--- src/rtl/resv_pkg.sv ---
package resv_pkg;
  localparam int BLK_BITS = 4;

  typedef enum logic [1:0] {
    OP_NONE = 2'd0,
    OP_LL   = 2'd1,
    OP_SC   = 2'd2,
    OP_ST   = 2'd3
  } req_op_e;

  localparam logic [1:0] RES_FAIL = 2'd0;
  localparam logic [1:0] RES_OK   = 2'd1;
  localparam logic [1:0] RES_UNC  = 2'd2;
endpackage

--- src/rtl/resv_slot.sv ---
module resv_slot
  import resv_pkg::*;
#(
  parameter int AW         = 40,
  parameter int WARN_EVERY = 100000
) (
  input  logic               clk,
  input  logic               rst_n,
  input  logic [AW-BLK_BITS-1:0] req_blk,
  input  logic               ll_set,
  input  logic               sc_fail,
  input  logic               sc_pass,
  input  logic               wr_go,
  output logic               blk_hit,
  output logic               held,
  output logic               warn
);
  localparam int BW = AW - BLK_BITS;
  localparam int PW = $clog2(WARN_EVERY + 1);
  localparam logic [PW-1:0] LAST = PW'(WARN_EVERY - 1);

  logic          flag_q;
  logic [BW-1:0] blk_q;
  logic [PW-1:0] phase_q;
  logic          warn_q;

  assign blk_hit = flag_q && (blk_q == req_blk);
  assign held    = flag_q;
  assign warn    = warn_q;

  // reservation register
  always_ff @(posedge clk or negedge rst_n) begin
    if (!rst_n) begin
      flag_q <= 1'b0;
      blk_q  <= '0;
    end else if (ll_set) begin
      flag_q <= 1'b1;
      blk_q  <= req_blk;
    end else if (sc_fail) begin
      flag_q <= 1'b0;
    end else if (wr_go && blk_hit) begin
      flag_q <= 1'b0;
    end
  end

  // consecutive failure phase counter, wraps at WARN_EVERY
  always_ff @(posedge clk or negedge rst_n) begin
    if (!rst_n) begin
      phase_q <= '0;
      warn_q  <= 1'b0;
    end else begin
      warn_q <= 1'b0;
      if (sc_fail) begin
        if (phase_q == LAST) begin
          phase_q <= '0;
          warn_q  <= 1'b1;
        end else begin
          phase_q <= phase_q + 1'b1;
        end
      end else if (sc_pass) begin
        phase_q <= '0;
      end
    end
  end
endmodule

--- src/rtl/resv_req_decode.sv ---
module resv_req_decode
  import resv_pkg::*;
#(
  parameter int NCTX = 4,
  parameter int CW   = (NCTX > 1) ? $clog2(NCTX) : 1
) (
  input  logic            acc,
  input  logic [1:0]      op,
  input  logic            uncached,
  input  logic [CW-1:0]   ctx,
  input  logic            own_hit,
  output logic [NCTX-1:0] ll_vec,
  output logic [NCTX-1:0] fail_vec,
  output logic [NCTX-1:0] pass_vec,
  output logic            wr_go,
  output logic            sc_go,
  output logic [1:0]      code
);
  logic is_ll, is_sc, is_st, sc_ok;

  assign is_ll = acc && (op == OP_LL);
  assign is_sc = acc && (op == OP_SC);
  assign is_st = acc && (op == OP_ST);
  assign sc_ok = is_sc && (uncached || own_hit);

  assign sc_go = is_sc;
  assign wr_go = is_st || sc_ok;

  always_comb begin
    if (uncached)     code = RES_UNC;
    else if (own_hit) code = RES_OK;
    else              code = RES_FAIL;
  end

  for (genvar i = 0; i < NCTX; i++) begin : g_sel
    logic mine;
    assign mine        = (ctx == CW'(i));
    assign ll_vec[i]   = is_ll && mine;
    assign fail_vec[i] = is_sc && !sc_ok && mine;
    assign pass_vec[i] = sc_ok && mine;
  end
endmodule

--- src/rtl/resv_monitor.sv ---
module resv_monitor
  import resv_pkg::*;
#(
  parameter int NCTX       = 4,
  parameter int AW         = 40,
  parameter int WARN_EVERY = 100000,
  parameter int CW         = (NCTX > 1) ? $clog2(NCTX) : 1
) (
  input  logic          clk,
  input  logic          rst_n,
  input  logic          req_valid,
  output logic          req_ready,
  input  logic [CW-1:0] req_ctx,
  input  logic [1:0]    req_op,
  input  logic [AW-1:0] req_addr,
  input  logic          req_uncached,
  output logic          rsp_valid,
  output logic [1:0]    rsp_code,
  output logic [CW-1:0] rsp_ctx,
  output logic          wr_grant,
  output logic          warn_pulse,
  output logic [CW-1:0] warn_ctx
);
  localparam int BW = AW - BLK_BITS;

  logic            ready_q;
  logic            acc;
  logic [BW-1:0]   req_blk;
  logic            unused_low;
  logic [NCTX-1:0] hit_vec, held_vec, warn_vec;
  logic [NCTX-1:0] ll_vec, fail_vec, pass_vec;
  logic            own_hit, wr_go, sc_go;
  logic [1:0]      code;

  assign req_blk    = req_addr[AW-1:BLK_BITS];
  assign unused_low = ^req_addr[BLK_BITS-1:0];

  always_ff @(posedge clk or negedge rst_n) begin
    if (!rst_n) ready_q <= 1'b0;
    else        ready_q <= 1'b1;
  end
  assign req_ready = ready_q;
  assign acc       = req_valid && ready_q;

  assign own_hit = hit_vec[req_ctx];

  resv_req_decode #(.NCTX(NCTX), .CW(CW)) u_dec (
    .acc      (acc),
    .op       (req_op),
    .uncached (req_uncached),
    .ctx      (req_ctx),
    .own_hit  (own_hit),
    .ll_vec   (ll_vec),
    .fail_vec (fail_vec),
    .pass_vec (pass_vec),
    .wr_go    (wr_go),
    .sc_go    (sc_go),
    .code     (code)
  );

  for (genvar i = 0; i < NCTX; i++) begin : g_slot
    resv_slot #(.AW(AW), .WARN_EVERY(WARN_EVERY)) u_slot (
      .clk     (clk),
      .rst_n   (rst_n),
      .req_blk (req_blk),
      .ll_set  (ll_vec[i]),
      .sc_fail (fail_vec[i]),
      .sc_pass (pass_vec[i]),
      .wr_go   (wr_go),
      .blk_hit (hit_vec[i]),
      .held    (held_vec[i]),
      .warn    (warn_vec[i])
    );
  end

  always_ff @(posedge clk or negedge rst_n) begin
    if (!rst_n) begin
      rsp_valid <= 1'b0;
      rsp_code  <= RES_FAIL;
      rsp_ctx   <= '0;
      wr_grant  <= 1'b0;
    end else begin
      rsp_valid <= sc_go;
      wr_grant  <= wr_go;
      if (sc_go) begin
        rsp_code <= code;
        rsp_ctx  <= req_ctx;
      end
    end
  end

  // at most one warning per cycle, one request per cycle
  always_comb begin
    warn_ctx = '0;
    for (int i = 0; i < NCTX; i++)
      if (warn_vec[i]) warn_ctx = warn_ctx | CW'(i);
  end
  assign warn_pulse = |warn_vec;
endmodule

--- config.mk ---
export PLATFORM = sky130hd
export DESIGN_NAME = resv_monitor
export DESIGN_NICKNAME = d
export VERILOG_FILES = /design/src/rtl/resv_pkg.sv /design/src/rtl/resv_slot.sv /design/src/rtl/resv_req_decode.sv /design/src/rtl/resv_monitor.sv
export SDC_FILE = /design/constraint.sdc
export NUM_CORES = 1
export LEC_CHECK = 0
export ABC_AREA = 1
export BUFFER_PORTS_ARGS = -buffer_cell sky130_fd_sc_hd__buf_4
export CAP_MARGIN = 20
export CORE_ASPECT_RATIO = 1.25
export CORE_MARGIN = 5
export CORE_UTILIZATION = 60
export CTS_CLUSTER_DIAMETER = 50
export DETAILED_ROUTE_END_ITERATION = 10
export PLACE_DENSITY_LB_ADDON = 0.2
export SETUP_SLACK_MARGIN = 0.3
export SYNTH_ARGS = -nofsm -noshare
export SYNTH_HDL_FRONTEND = slang
export SYNTH_SLANG_ARGS = --single-unit
--- constraint.sdc ---
create_clock -name clk -period 2.1 [get_ports clk]
set_input_delay 0.21 -clock clk [delete_from_list [all_inputs] [get_ports clk]]
set_output_delay 0.21 -clock clk [all_outputs]
set_load 0.02 [all_outputs]
[Yosys cells after proc, flatten, opt, wreduce, memory -nomap -nowiden]
Index checks and enable logic that the tools add are counted.
Operators by class
  reduce and logical (&&, ||, !) cells: 39
  $add $sub $neg: 4
  equality and inequality tests: 14
  order comparisons: 1
  mux-type cells: 39
Operators with widths (number)
  two-way mux 17 bit: 12
  == test 36 bit: 4
  adder 17 x 1 -> 17 bit, second input constant: 4
  == test 17 bit, second input constant: 4
  logical AND 1 bit: 26
  two-way mux 1 bit: 23
  nonzero test 3 bit: 4
  == test 2 bit, second input constant: 4
  nonzero test 2 bit: 4
  two-way mux 2 bit: 3
  == test 2 x 1 -> 1 bit, second input constant: 2
  OR reduction 4 bit: 1
  less-than comparator 2 x 3 -> 1 bit, second input constant: 1
  binary-select mux 1 bit (select 2 bit): 1
  zero test 2 bit: 1
  logical OR 1 bit: 2
  zero test 1 bit: 1
Word-level totals
  output and inout bits: 10
  input port bits: 48
  word-level logic and storage cells: 118
  bits in registers: 227

[Longest topological paths before layout]
Gate-level depths: netlist of the first run.
  word-level depth: 11
  gate-level depth with buffers: 17
  mapped depth without buffers: 16

[Modules after synthesis]
A second synthesis of the first run with hierarchy kept.
Unflattened totals
  cells, all modules: 1755
  area, all modules: 12637.1 um^2
By module, submodules not included
  resv_slot at g_slot[0].u_slot ...: area an instance 3032.9 um^2, cells an instance 419, times used 3, sequential area each 1376.3 um^2
  resv_slot at g_slot[3].u_slot: area an instance 3095.5 um^2, cells an instance 428, times used 1, sequential area each 1376.3 um^2
  resv_monitor: area an instance 306.5 um^2, cells an instance 39, times used 1, sequential area each 175.2 um^2
  resv_req_decode: area an instance 136.4 um^2, cells an instance 31, times used 1, sequential area each 0.0 um^2

[Worst setup path after synthesis of the first run]
OpenSTA, ideal clock, no wires.
  path kind: reg2reg
  start point: register ready_q, in the netlist req_ready
  end point: register g_slot[3].u_slot.phase_q[15]
  stages on the path, launching flop included: 9
  period minus slack after synthesis: 1.873 ns
  slack: 0.227 ns
  data required time: 1.971 ns
  arrival: 1.744 ns
  library setup time: 0.129 ns
  buffers on the path: 1
  cells stage by stage: dfrtp_1 nand2_1 nor2_2 nand2_2 inv_2 nand2_1 nor2_1 buf_2 o22ai_1
On the way
  longest elaborated chain between the ends: 7
  elaborated cells between the ends (all ways): 9
  classes of those cells: mux: 1; reduce/logical: 8
Ends and longest elaborated chain
  start: declaration: RTL line resv_monitor.sv:26  | logic ready_q;
  start signal: assignment: RTL line resv_monitor.sv:39  | if (!rst_n) ready_q <= 1'b0;
  start signal: assignment: RTL line resv_monitor.sv:40  | else ready_q <= 1'b1;
  logical AND 1 bit *: RTL line resv_monitor.sv:43  | assign acc = req_valid && ready_q;
  logical AND 1 bit *: RTL line resv_req_decode.sv:22  | assign is_sc = acc && (op == OP_SC);
  net sc_go: RTL line resv_monitor.sv:32  | logic own_hit, wr_go, sc_go;
  logical AND 1 bit: RTL line resv_req_decode.sv:24  | assign sc_ok = is_sc && (uncached || own_hit);
  zero test 1 bit: RTL line resv_req_decode.sv:39  | assign fail_vec[i] = is_sc && !sc_ok && mine;
  logical AND 1 bit (2 in a row): RTL line resv_req_decode.sv:39
  two-way mux 17 bit or nonzero test 2 bit (tied branches)
  end signal: assignment: RTL line resv_slot.sv:58  | phase_q <= phase_q + 1'b1;
  end: declaration: RTL line resv_slot.sv:24  | logic [PW-1:0] phase_q;
Mark *: on every way through the listed nets, which the timed path passes. The rest lies on a longest branch.
A chain may end at the register's enable or synchronous reset.

[Worst setup path after layout of the first run]
  start point: register g_slot[3].u_slot.phase_q[0]
  end point: register g_slot[3].u_slot.phase_q[15]
On the way
  longest elaborated chain between the ends: 3
  elaborated cells between the ends (all ways): 4
  classes of those cells: add/sub: 1; eq/ne: 1; mux: 2
Ends and longest elaborated chain
  adder 17 x 1 -> 17 bit or == test 17 bit (tied branches): RTL line resv_slot.sv:58, resv_slot.sv:54
  two-way mux 17 bit *: RTL line resv_slot.sv:54  | if (phase_q == LAST) begin
  two-way mux 17 bit *: RTL line resv_slot.sv:53  | if (sc_fail) begin
Every way passes the cells marked *; elsewhere a longest branch is shown, timed or not.

==> results.sh, run 1 <==
export IMPL_status="finished, violations left"
export IMPL_violations="setup timing"
export IMPL_fmax_mhz=463
export IMPL_drt_wirelength_per_cell_um=22.3
export IMPL_rsz0062_at_grt="true"
export IMPL_finalCriticalPeriod_ns=2.16
export IMPL_setup_violations=3
export IMPL_cts_root_buf="clkbuf_16"
export IMPL_synthCells=1736
export IMPL_hpwlAfterDp_mm=31.6
export IMPL_grt_pass1_wl_mm=68.2
export IMPL_drc=0
export IMPL_dieArea_mm2=0.0245
export IMPL_grt_pass1_vias=12500
export IMPL_num_io_pins=58
export IMPL_routed_via_density=6.10
export IMPL_synth_top_cells_by_area="dfrtp_1, nand2_1, o21ai_0, inv_1, nor2_1"
export IMPL_fillCellCount=1361
export IMPL_drtPass1Iterations=9
export IMPL_finalNetCount=1995
export IMPL_cts_tree="done"
export IMPL_final_common_cell="nand2_1"
export IMPL_syn_area_mm2=0.0129
export IMPL_clk_latency_ns=0.56
export IMPL_slew_viol_final=0
export IMPL_tightest_slew_ns=0.512
export IMPL_cp_max_fo=4
export IMPL_yosysSeqAreaShare=0.441
export IMPL_track_usage=0.354
export IMPL_cp_arrival_ns=2.59
export IMPL_syn_num_nets=1788
export IMPL_n_antenna_cell=0
export IMPL_fin_crit_sh=1.03
export IMPL_hold_violations=0
export IMPL_yosys_warnings=0
export IMPL_cts_num_sinks=227
export IMPL_critPathKind="flop to flop"
export IMPL_ir_drop_mv=0.992
export IMPL_postRouteAntennaNets=0
export IMPL_die_height_um=174
export IMPL_synth_distinct_cells=40
export IMPL_power_static_leakage_nw=8.06
export IMPL_synth_top_cell_by_area="dfrtp_1"
export IMPL_slew_limit_headroom=0.658
export IMPL_cts_buffer_depth=3
export IMPL_fin_ws_ns=-0.0620
export IMPL_finClkSkew_ns=0.0311
export IMPL_start_util=0.604
export IMPL_numCtsBuffers=29
export IMPL_synth_area_per_cell_um2=7.41
export IMPL_coreArea_mm2=0.0213
export IMPL_final_cells=2240
export IMPL_final_cell_mix="nand2_1, dfrtp_1, o21ai_0"
export IMPL_chipWidth_um=141
export IMPL_drtIter0Drc=1367
export IMPL_max_cap_viol_count=0
export IMPL_drive_above_1_share=0.265
export IMPL_crit_required_ns=2.53
export IMPL_cts_clk_slew_worst_paths_ns=0.06
export IMPL_end_kind="flop"
export IMPL_grt_ovfl_total=0
export IMPL_synth_edf_count=0
export IMPL_rows=60
export IMPL_gp_congestion=1.07
export IMPL_synth_top_flop_cell="dfrtp_1"
export IMPL_hold_ws_ns=0.0188
export IMPL_ys_async_sr_fraction=1.00
export IMPL_worstHoldPathType="primary input to flop"
export IMPL_synth_top_area_frac=0.441
export IMPL_vias=13700
export IMPL_start_kind="flop"
export IMPL_antenna_found_initial=0
export IMPL_power_density_mw_per_mm2=901
export IMPL_grt_max_degree=58
export IMPL_dp_cells=2110
export IMPL_reg2reg_slack_ns=-0.06
export IMPL_wl_mm=49.9
export IMPL_port_buffers=53
export IMPL_ys_ff_latch=227
export IMPL_htreeDepth=1
export IMPL_area_growth_pct=31.3
per-stage QoR:
| step | power, mW | worst slack, ns | TNS [ns] | area [µm²] | utilization |
|---|---|---|---|---|---|
| floorplan | 8.02 | 0.282 | 0 | 12900 | - |
| global placement | 9.25 | 0.0189 | 0 | 14200 | 0.668 |
| detailed placement | 9.39 | -0.0601 | -0.275 | 14200 | 0.668 |
| CTS | 14.4 | 0.154 | 0 | 15800 | 0.742 |
| global route | 15.9 | -0.195 | -1.15 | 16900 | 0.793 |
| finish | 15.2 | -0.0620 | -0.152 | 16900 | 0.793 |
state kept, by name, indices dropped and copies added, names as in the netlist:
register and count:
rsp_code 2, g_slot.u_slot.held 4, wr_grant 1, rsp_ctx 2, g_slot.u_slot.warn 4, req_ready 1
g_slot.u_slot.phase_q 68, g_slot.u_slot.blk_q 144, rsp_valid 1
cells by family (layout without fill, tap and decap cells):
family	after synthesis	in the layout	synth area share
AO/OA/AOI/OAI	261	261	0.117
XOR/XNOR	63	63	0.0429
adder cells (fa/ha/maj)	4	4	0.00389
buffers and inverters	242	466	0.0736
flip-flops	227	227	0.441
multiplexers	2	2	0.00156
other	1	1	0.000291
AND/OR/NAND/NOR	936	937	0.319
cell type report:
type | instances | area [µm²] | area share
well taps | 279 | 349 | 0.0207
inverters | 197 | 739 | 0.0438
clock inverters | 14 | 134 | 0.00792
multi-input cells | 1268 | 7260 | 0.430
flip-flops and latches | 227 | 5680 | 0.336
clock buffers | 35 | 788 | 0.0466
repair buffers | 220 | 1940 | 0.115
critical path: stages (launching register included):
cell	delay (ns)
dfrtp_1	0.39
buf_4	0.13
nand3_1	0.15
nor2_2	0.26
nand3_2	0.14
nor2_4	0.16
nand3_2	0.12
nor2_2	0.16
nand4_1	0.17
xor2_1	0.19
nand2_1	0.09
o22ai_2	0.07
cells in the mapped netlist (11+ instances only):
| master | number |
|---|---|
| nor4_1 | 11 |
| nand2_1 | 556 |
| xnor2_1 | 29 |
| nor3_1 | 33 |
| inv_1 | 182 |
| clkbuf_1 | 29 |
| nor2_1 | 148 |
| o22ai_1 | 35 |
| o22ai_2 | 19 |
| buf_2 | 13 |
| or2_1 | 12 |
| nand3_1 | 68 |
| o21ai_0 | 196 |
| inv_2 | 15 |
| dfrtp_1 | 227 |
| nand4_1 | 59 |
| xor2_1 | 34 |
routing by layer:
layer  share of wire  up-vias  track usage
li1                -     6059            -
met1            0.36     6451        0.458
met2            0.48      906        0.586
met3           0.079      257       0.0350
met4           0.082        0        0.191
met5               0        -            0
final timing paths:
| check | depth (start not counted) | end | from |
|---|---|---|---|
| max | 11 | g_slot[3].u_slot.phase_q[15] | g_slot[3].u_slot.phase_q[0] |
| min | 3 | g_slot[1].u_slot.blk_q[0] | req_addr[4] |
| max reg2reg | 11 | g_slot[3].u_slot.phase_q[15] | g_slot[3].u_slot.phase_q[0] |
| min reg2reg | 2 | g_slot[0].u_slot.blk_q[29] | g_slot[0].u_slot.blk_q[29] |
| max in group asynchronous | 3 | g_slot[1].u_slot.blk_q[9] | rst_n |
| min in group asynchronous | 2 | g_slot[1].u_slot.phase_q[4] | rst_n |
where the power goes:
group	internal [mW]	leakage [nW]	switching [mW]
clock network	2.80	0.450	2.05
logic	1.68	4.73	2.61
registers	5.20	2.88	0.876
total	9.68	8.06	5.54
what timing repair did:
action	in CTS	in global routing
hold endpoints to repair	55	0
setup endpoints to repair	79	79
gates cloned	1	1
resized for setup	99	173
hold buffers	4	0
buffers inserted	35	40
pin swaps	35	61
Power figures use the tool's default switching activity.
==> run 2, diff against run 1 <==
Settings changed: SETUP_SLACK_MARGIN 0.3 to default, TNS_END_PERCENT from default to 30.
==> run 2 against run 1 <==
The flow still finishes with violations (setup timing). Sequential power decreased by 1%. Largest cell class unchanged. Count of clock-buffer cells in the layout decreased by 2. Register-to-register slack improved by 0.04 ns. Worst hold slack got worse by 0.0076 ns.
==> results.sh, run 2 (same netlist as run 1, synthesis figures left out) <==
export IMPL_start_kind="flop"
export IMPL_finalNetCount=1928
export IMPL_critPathBufInv=1
export IMPL_dr_wl_met2_mm=22.2
export IMPL_crit_path_max_incr_delay_ns=0.38
export IMPL_top_layer_used="met4"
export IMPL_min_to="g_slot[0].u_slot.blk_q[23]"
export IMPL_drive_above_1_share=0.171
export IMPL_grt_pass1_vias=12100
export IMPL_drt_wirelength_per_cell_um=20.4
export IMPL_violations="setup timing"
export IMPL_worstPathCellList="ha_2 -> nand2_1 -> nor2_2 -> inv_1 -> nor2_1 -> nand3_2 -> nor4_4 -> nand3_1 -> xnor2_1 -> nand2_1 -> o21ai_0"
export IMPL_final_cell_mix="nand2_1, dfrtp_1, o21ai_0"
export IMPL_port_buffers=53
export IMPL_slew_viol_final=0
export IMPL_cp_max_fo=3
export IMPL_fin_crit_sh=1.01
export IMPL_grt_max_degree=74
export IMPL_postLayoutCoreUtil=0.729
export IMPL_drtIter0Drc=1208
export IMPL_power_density_mw_per_mm2=922
export IMPL_track_usage=0.347
export IMPL_coreArea_mm2=0.0213
export IMPL_hold_violations=0
export IMPL_drc=0
export IMPL_reg2reg_slack_ns=-0.02
export IMPL_final_cells=2175
export IMPL_fmax_mhz=471
export IMPL_cts_num_sinks=227
export IMPL_antenna_found_initial=0
export IMPL_hold_start="req_addr[27]"
export IMPL_ir_drop_mv=0.766
export IMPL_timing_critical_path_slowest_stage_cell="dfrtp_1"
export IMPL_htreeDepth=1
export IMPL_final_common_cell="nand2_1"
export IMPL_largestRegisters="g_slot.u_slot.blk_q: 144 flops, g_slot.u_slot.phase_q: 68 flops"
export IMPL_chipWidth_um=141
export IMPL_finClkSkew_ns=0.0130
export IMPL_clk_latency_ns=0.54
export IMPL_cts_buffer_depth=3
export IMPL_finalCriticalPeriod_ns=2.12
export IMPL_num_io_pins=58
export IMPL_vias=12600
export IMPL_cp_arrival_ns=2.57
export IMPL_max_cap_viol_count=0
export IMPL_met1Wirelength_mm=17.2
export IMPL_routed_via_density=5.82
export IMPL_worstReg2RegEnd="g_slot[1].u_slot.phase_q[16]"
export IMPL_n_antenna_cell=0
export IMPL_cts_clk_slew_worst_paths_ns=0.06
export IMPL_slew_limit_headroom=0.502
export IMPL_drtPass1Iterations=6
export IMPL_postRouteAntennaNets=0
export IMPL_regMostFlops="g_slot.u_slot.blk_q"
export IMPL_power_static_leakage_nw=7.54
export IMPL_die_height_um=174
export IMPL_gp_congestion=1.07
export IMPL_worstHoldPathType="primary input to flop"
export IMPL_wl_mm=44.4
export IMPL_r2r_start="g_slot[1].u_slot.phase_q[0]"
export IMPL_r2r_cells=11
export IMPL_dp_cells=2106
export IMPL_tightest_slew_ns=0.747
export IMPL_fin_ws_ns=-0.0220
export IMPL_setup_violations=1
export IMPL_grt_pass1_wl_mm=66.7
export IMPL_dieArea_mm2=0.0245
export IMPL_status="finished, violations left"
export IMPL_finalSetupTns_ns=-0.0220
export IMPL_path_delay_family="simple AND/OR/NAND/NOR gates"
export IMPL_start_util=0.604
export IMPL_end_kind="flop"
export IMPL_wl_met3_mm=2.51
export IMPL_rsz0062_at_grt="true"
export IMPL_hold_depth=3
export IMPL_area_growth_pct=20.8
export IMPL_largest_reg_flops=144
export IMPL_crit_required_ns=2.55
export IMPL_cts_root_buf="clkbuf_16"
export IMPL_cpMostUsedCell="nand2_1"
export IMPL_critPathKind="flop to flop"
export IMPL_numCtsBuffers=26
export IMPL_hpwlAfterDp_mm=32.5
export IMPL_rows=60
export IMPL_cts_tree="done"
export IMPL_grt_ovfl_total=0
-- run 2: changes by cell type in the layout (fill, tap and decap cells not counted), sizes merged --
cell | previous run | this run
buf | 215 | 151
bufinv | 1 | 2
clkbuf | 36 | 35
clkinv | 6 | 9
clkinvlp | 2 | 1
inv | 202 | 200
nand4 | 62 | 61
-- run 2: layer usage --
layer | vias up | track usage
met4 | 0 | 0.153
li1 | 5928 | -
met3 | 134 | 0.0317
met1 | 6031 | 0.434
met5 | - | 0
met2 | 556 | 0.608
-- run 2: worst max path at each step --
stage	start	to	slack, ns	depth (start not counted)
after floorplan	req_ready	g_slot[3].u_slot.phase_q[15]	0.23	8
after global placement	req_addr[21]	g_slot[0].u_slot.held	0.007	17
after detailed placement	g_slot[2].u_slot.phase_q[0]	g_slot[2].u_slot.phase_q[16]	-0.02	13
after CTS	g_slot[2].u_slot.phase_q[0]	g_slot[2].u_slot.phase_q[16]	0.008	13
after global routing	g_slot[1].u_slot.phase_q[2]	g_slot[1].u_slot.phase_q[15]	-0.21	11
final	g_slot[1].u_slot.phase_q[0]	g_slot[1].u_slot.phase_q[16]	-0.02	11
-- run 2: where the power goes --
group,leakage (nW),internal [mW],switching [mW]
combinational,4.21,1.40,2.26
clock,0.442,2.76,1.92
sequential,2.88,5.20,0.803
total,7.54,9.35,4.98
-- run 2: tightest hold or removal path, delay by kind of cell --
| kind | cells | cell delay [ns] |
|---|---|---|
| buf+inv | 2 | 0.15 |
| compound gates | 1 | 0.15 |
-- run 2: final cells by class --
class / instances / area [µm²]
clock buffers: 33 / 738
clock inverters: 15 / 154
fillers: 1648 / 5780
inverters: 197 / 739
multi-input cells: 1267 / 6520
flip-flops and latches: 227 / 5680
well taps: 279 / 349
repair buffers: 157 / 1360
-- run 2: repair_timing --
item,4_1_cts,5_1_grt
hold endpoints to repair,63,0
pin swaps,0,15
buffers inserted,0,15
hold buffers,4,0
endpoints found under the setup margin,3,45
gates cloned,0,2
gates resized for setup,4,74
-- run 2: per-stage QoR --
step | cell area [µm²] | hold WS, ns | power, mW | worst slack, ns
after floorplan | 12900 | -0.0856 | 8.02 | 0.227
after global placement | 14200 | 0.204 | 9.23 | 0.00672
after detailed placement | 14200 | 0.208 | 9.37 | -0.0238
after CTS | 15100 | 0.00630 | 14.1 | 0.00764
after global routing | 15500 | 0.0197 | 15.0 | -0.212
final | 15500 | 0.0112 | 14.3 | -0.0220
==> run 3, diff against run 2 <==
Settings changed: CORE_ASPECT_RATIO 1.25 to default.
==> run 3 against run 2 <==
The flow still finishes with violations (setup timing). First-iteration DRC count increased by 35%. Critical path type unchanged. Core utilization increased by 1.6 points. Register-to-register slack got worse by 0.05 ns. Wire length increased by 1.2%. Setup slack got worse by 0.045 ns. Sequential share of layout area decreased by 0.41 points. Sequential cell count unchanged. Critical endpoint is now g_slot[3].u_slot.phase_q[16]. Maximum frequency decreased by 2.1%. Cell count increased by 0.23%. Critical path depth increased by 1. Count of clock-buffer cells in the layout increased by 2.
==> results.sh, run 3 (same netlist as run 1, synthesis figures left out) <==
export IMPL_cpMostUsedCell="nand2_1"
export IMPL_grt_ovfl_total=0
export IMPL_slew_viol_final=0
export IMPL_gr_usage_met2=0.584
export IMPL_drtIter0Drc=1635
export IMPL_numCtsBuffers=29
export IMPL_cts_buffer_depth=3
export IMPL_worstReg2RegEnd="g_slot[3].u_slot.phase_q[16]"
export IMPL_grt_max_degree=74
export IMPL_wl_mm=45.0
export IMPL_violations="setup timing"
export IMPL_rsz0062_at_grt="true"
export IMPL_cts_num_sinks=227
export IMPL_die_height_um=156
export IMPL_rows=53
export IMPL_crit_required_ns=2.57
export IMPL_critPathKind="flop to flop"
export IMPL_finalNetCount=1937
export IMPL_track_usage=0.353
export IMPL_setup_violations=1
export IMPL_min_to="g_slot[0].u_slot.blk_q[18]"
export IMPL_hold_depth=3
export IMPL_final_cell_mix="nand2_1, dfrtp_1, o21ai_0"
export IMPL_cp_max_fo=3
export IMPL_area_growth_pct=22.1
export IMPL_switchingPower_mw=5.19
export IMPL_end_kind="flop"
export IMPL_worstHoldPathType="primary input to flop"
export IMPL_power_density_mw_per_mm2=943
export IMPL_regMostFlops="g_slot.u_slot.blk_q"
export IMPL_largest_reg_flops=144
export IMPL_final_area_mm2=0.0157
export IMPL_fin_crit_sh=1.03
export IMPL_tightest_slew_ns=0.575
export IMPL_coreArea_mm2=0.0211
export IMPL_grt_pass1_wl_mm=67.3
export IMPL_chipWidth_um=156
export IMPL_slew_limit_headroom=0.617
export IMPL_routed_via_density=5.94
export IMPL_swShare=0.350
export IMPL_postRouteAntennaNets=0
export IMPL_hold_start="req_addr[22]"
export IMPL_antenna_found_initial=0
export IMPL_gp_congestion=1.04
export IMPL_post_dp_cell_area_mm2=0.0142
export IMPL_finClkSkew_ns=0.0164
export IMPL_use_met1=0.473
export IMPL_hold_violations=0
export IMPL_fin_ws_ns=-0.0675
export IMPL_drtPass1Iterations=6
export IMPL_hold_ws_ns=0.0289
export IMPL_power_static_leakage_nw=7.57
export IMPL_fmax_mhz=461
export IMPL_cts_clk_slew_worst_paths_ns=0.07
export IMPL_num_io_pins=58
export IMPL_busiest_layer="met2"
export IMPL_seqPwrFrac=0.405
export IMPL_drc=0
export IMPL_r2r_start="g_slot[3].u_slot.phase_q[1]"
export IMPL_power_internal_mw=9.63
export IMPL_vias=13000
export IMPL_timing_critical_path_slowest_stage_cell="dfrtp_1"
export IMPL_use_met3=0.0440
export IMPL_status="finished, violations left"
export IMPL_n_antenna_cell=0
export IMPL_dieArea_mm2=0.0245
export IMPL_pwr_share_clk=0.340
export IMPL_cts_root_buf="clkbuf_16"
export IMPL_fillCellCount=1575
export IMPL_final_common_cell="nand2_1"
export IMPL_cp_arrival_ns=2.64
export IMPL_largestRegisters="g_slot.u_slot.blk_q: 144 flops, g_slot.u_slot.phase_q: 68 flops"
export IMPL_start_kind="flop"
export IMPL_p_comb_frac=0.254
export IMPL_reg2reg_slack_ns=-0.07
export IMPL_r2r_cells=12
export IMPL_start_util=0.610
export IMPL_finalCriticalPeriod_ns=2.17
export IMPL_crit_path_max_incr_delay_ns=0.46
export IMPL_clk_latency_ns=0.55
export IMPL_drive_above_1_share=0.177
export IMPL_max_cap_viol_count=0
export IMPL_path_delay_family="simple AND/OR/NAND/NOR gates"
export IMPL_worstPathCellList="ha_4 -> nand2_1 -> nor2_2 -> nand3_2 -> nor2_4 -> nand4_1 -> nor2_1 -> nand2_1 -> nor2_1 -> xor2_1 -> nand2_1 -> o21ai_1"
export IMPL_ir_drop_mv=0.789
export IMPL_hpwlAfterDp_mm=31.8
export IMPL_port_buffers=53
export IMPL_drt_wirelength_per_cell_um=20.6
export IMPL_htreeDepth=1
export IMPL_grt_pass1_vias=12300
export IMPL_cts_tree="done"
export IMPL_critPathBufInv=0
## run 3: changes by cell type in the layout (fill, tap and decap cells not counted), moves of 4 or more
cell / delta
xor2_1: -4
xor2_2: +4
buf_4: +4
nand2_4: +4
## run 3: repair_timing
action                                  4_1_cts  5_1_grt
gates resized for setup                       4       92
gates cloned                                  0        3
endpoints found under the setup margin        3       61
hold endpoints to repair                     63        0
buffers inserted                              4       11
hold buffers                                  4        0
pin swaps                                     1       28
## run 3: area by class of cell
class / instances / area (µm²) / share of cell area
clock buffers: 35 / 768 / 0.0489
clock inverters: 16 / 191 / 0.0122
inverters: 197 / 739 / 0.0471
multi-input cells: 1270 / 6650 / 0.423
flip-flops and latches: 227 / 5680 / 0.361
well taps: 275 / 344 / 0.0219
repair buffers: 160 / 1350 / 0.0857
## run 3: worst max path at each step
stage,start,endpoint,slack (ns),cells past startpoint
floorplan,req_ready,g_slot[3].u_slot.phase_q[15],0.23,8
global placement,req_addr[27],g_slot[3].u_slot.held,-0.07,15
detailed placement,req_addr[39],g_slot[3].u_slot.held,-0.06,16
CTS,g_slot[2].u_slot.phase_q[0],g_slot[2].u_slot.phase_q[16],-0.008,13
global route,g_slot[3].u_slot.phase_q[0],g_slot[3].u_slot.phase_q[16],-0.23,12
finish,g_slot[3].u_slot.phase_q[1],g_slot[3].u_slot.phase_q[16],-0.07,12
## run 3: worst reg2reg max path: stages (launching register included)
cell	delay [ns]
dfrtp_1	0.46
ha_4	0.20
nand2_1	0.08
nor2_2	0.17
nand3_2	0.13
nor2_4	0.14
nand4_1	0.19
nor2_1	0.16
nand2_1	0.10
nor2_1	0.12
xor2_1	0.15
nand2_1	0.06
o21ai_1	0.13
## run 3: power by group through the flow
stage          sequential, mW  clock, mW  combinational (mW)
2_1_floorplan            5.80          0                2.21
3_3_place_gp             5.94          0                3.32
3_5_place_dp             5.97          0                3.44
4_1_cts                  5.92       5.04                3.50
5_1_grt                  6.10       5.25                4.14
6_report                 6.00       5.04                3.77
## run 3: per-stage QoR
stage	TNS (ns)	utilization	worst slack [ns]	instances	total power [mW]
2_1_floorplan	0	-	0.227	1736	8.02
3_3_place_gp	-0.0661	0.673	-0.0661	2107	9.26
3_5_place_dp	-0.137	0.673	-0.0639	2107	9.41
4_1_cts	-0.00821	0.722	-0.00821	2166	14.5
5_1_grt	-0.957	0.745	-0.229	2180	15.5
6_report	-0.0675	0.745	-0.0675	2180	14.8
## run 3: metal layers
layer	routed length, µm	part of all wire
met1	17600	0.39
met2	21300	0.47
met3	3620	0.080
met4	2470	0.055
met5	0	0
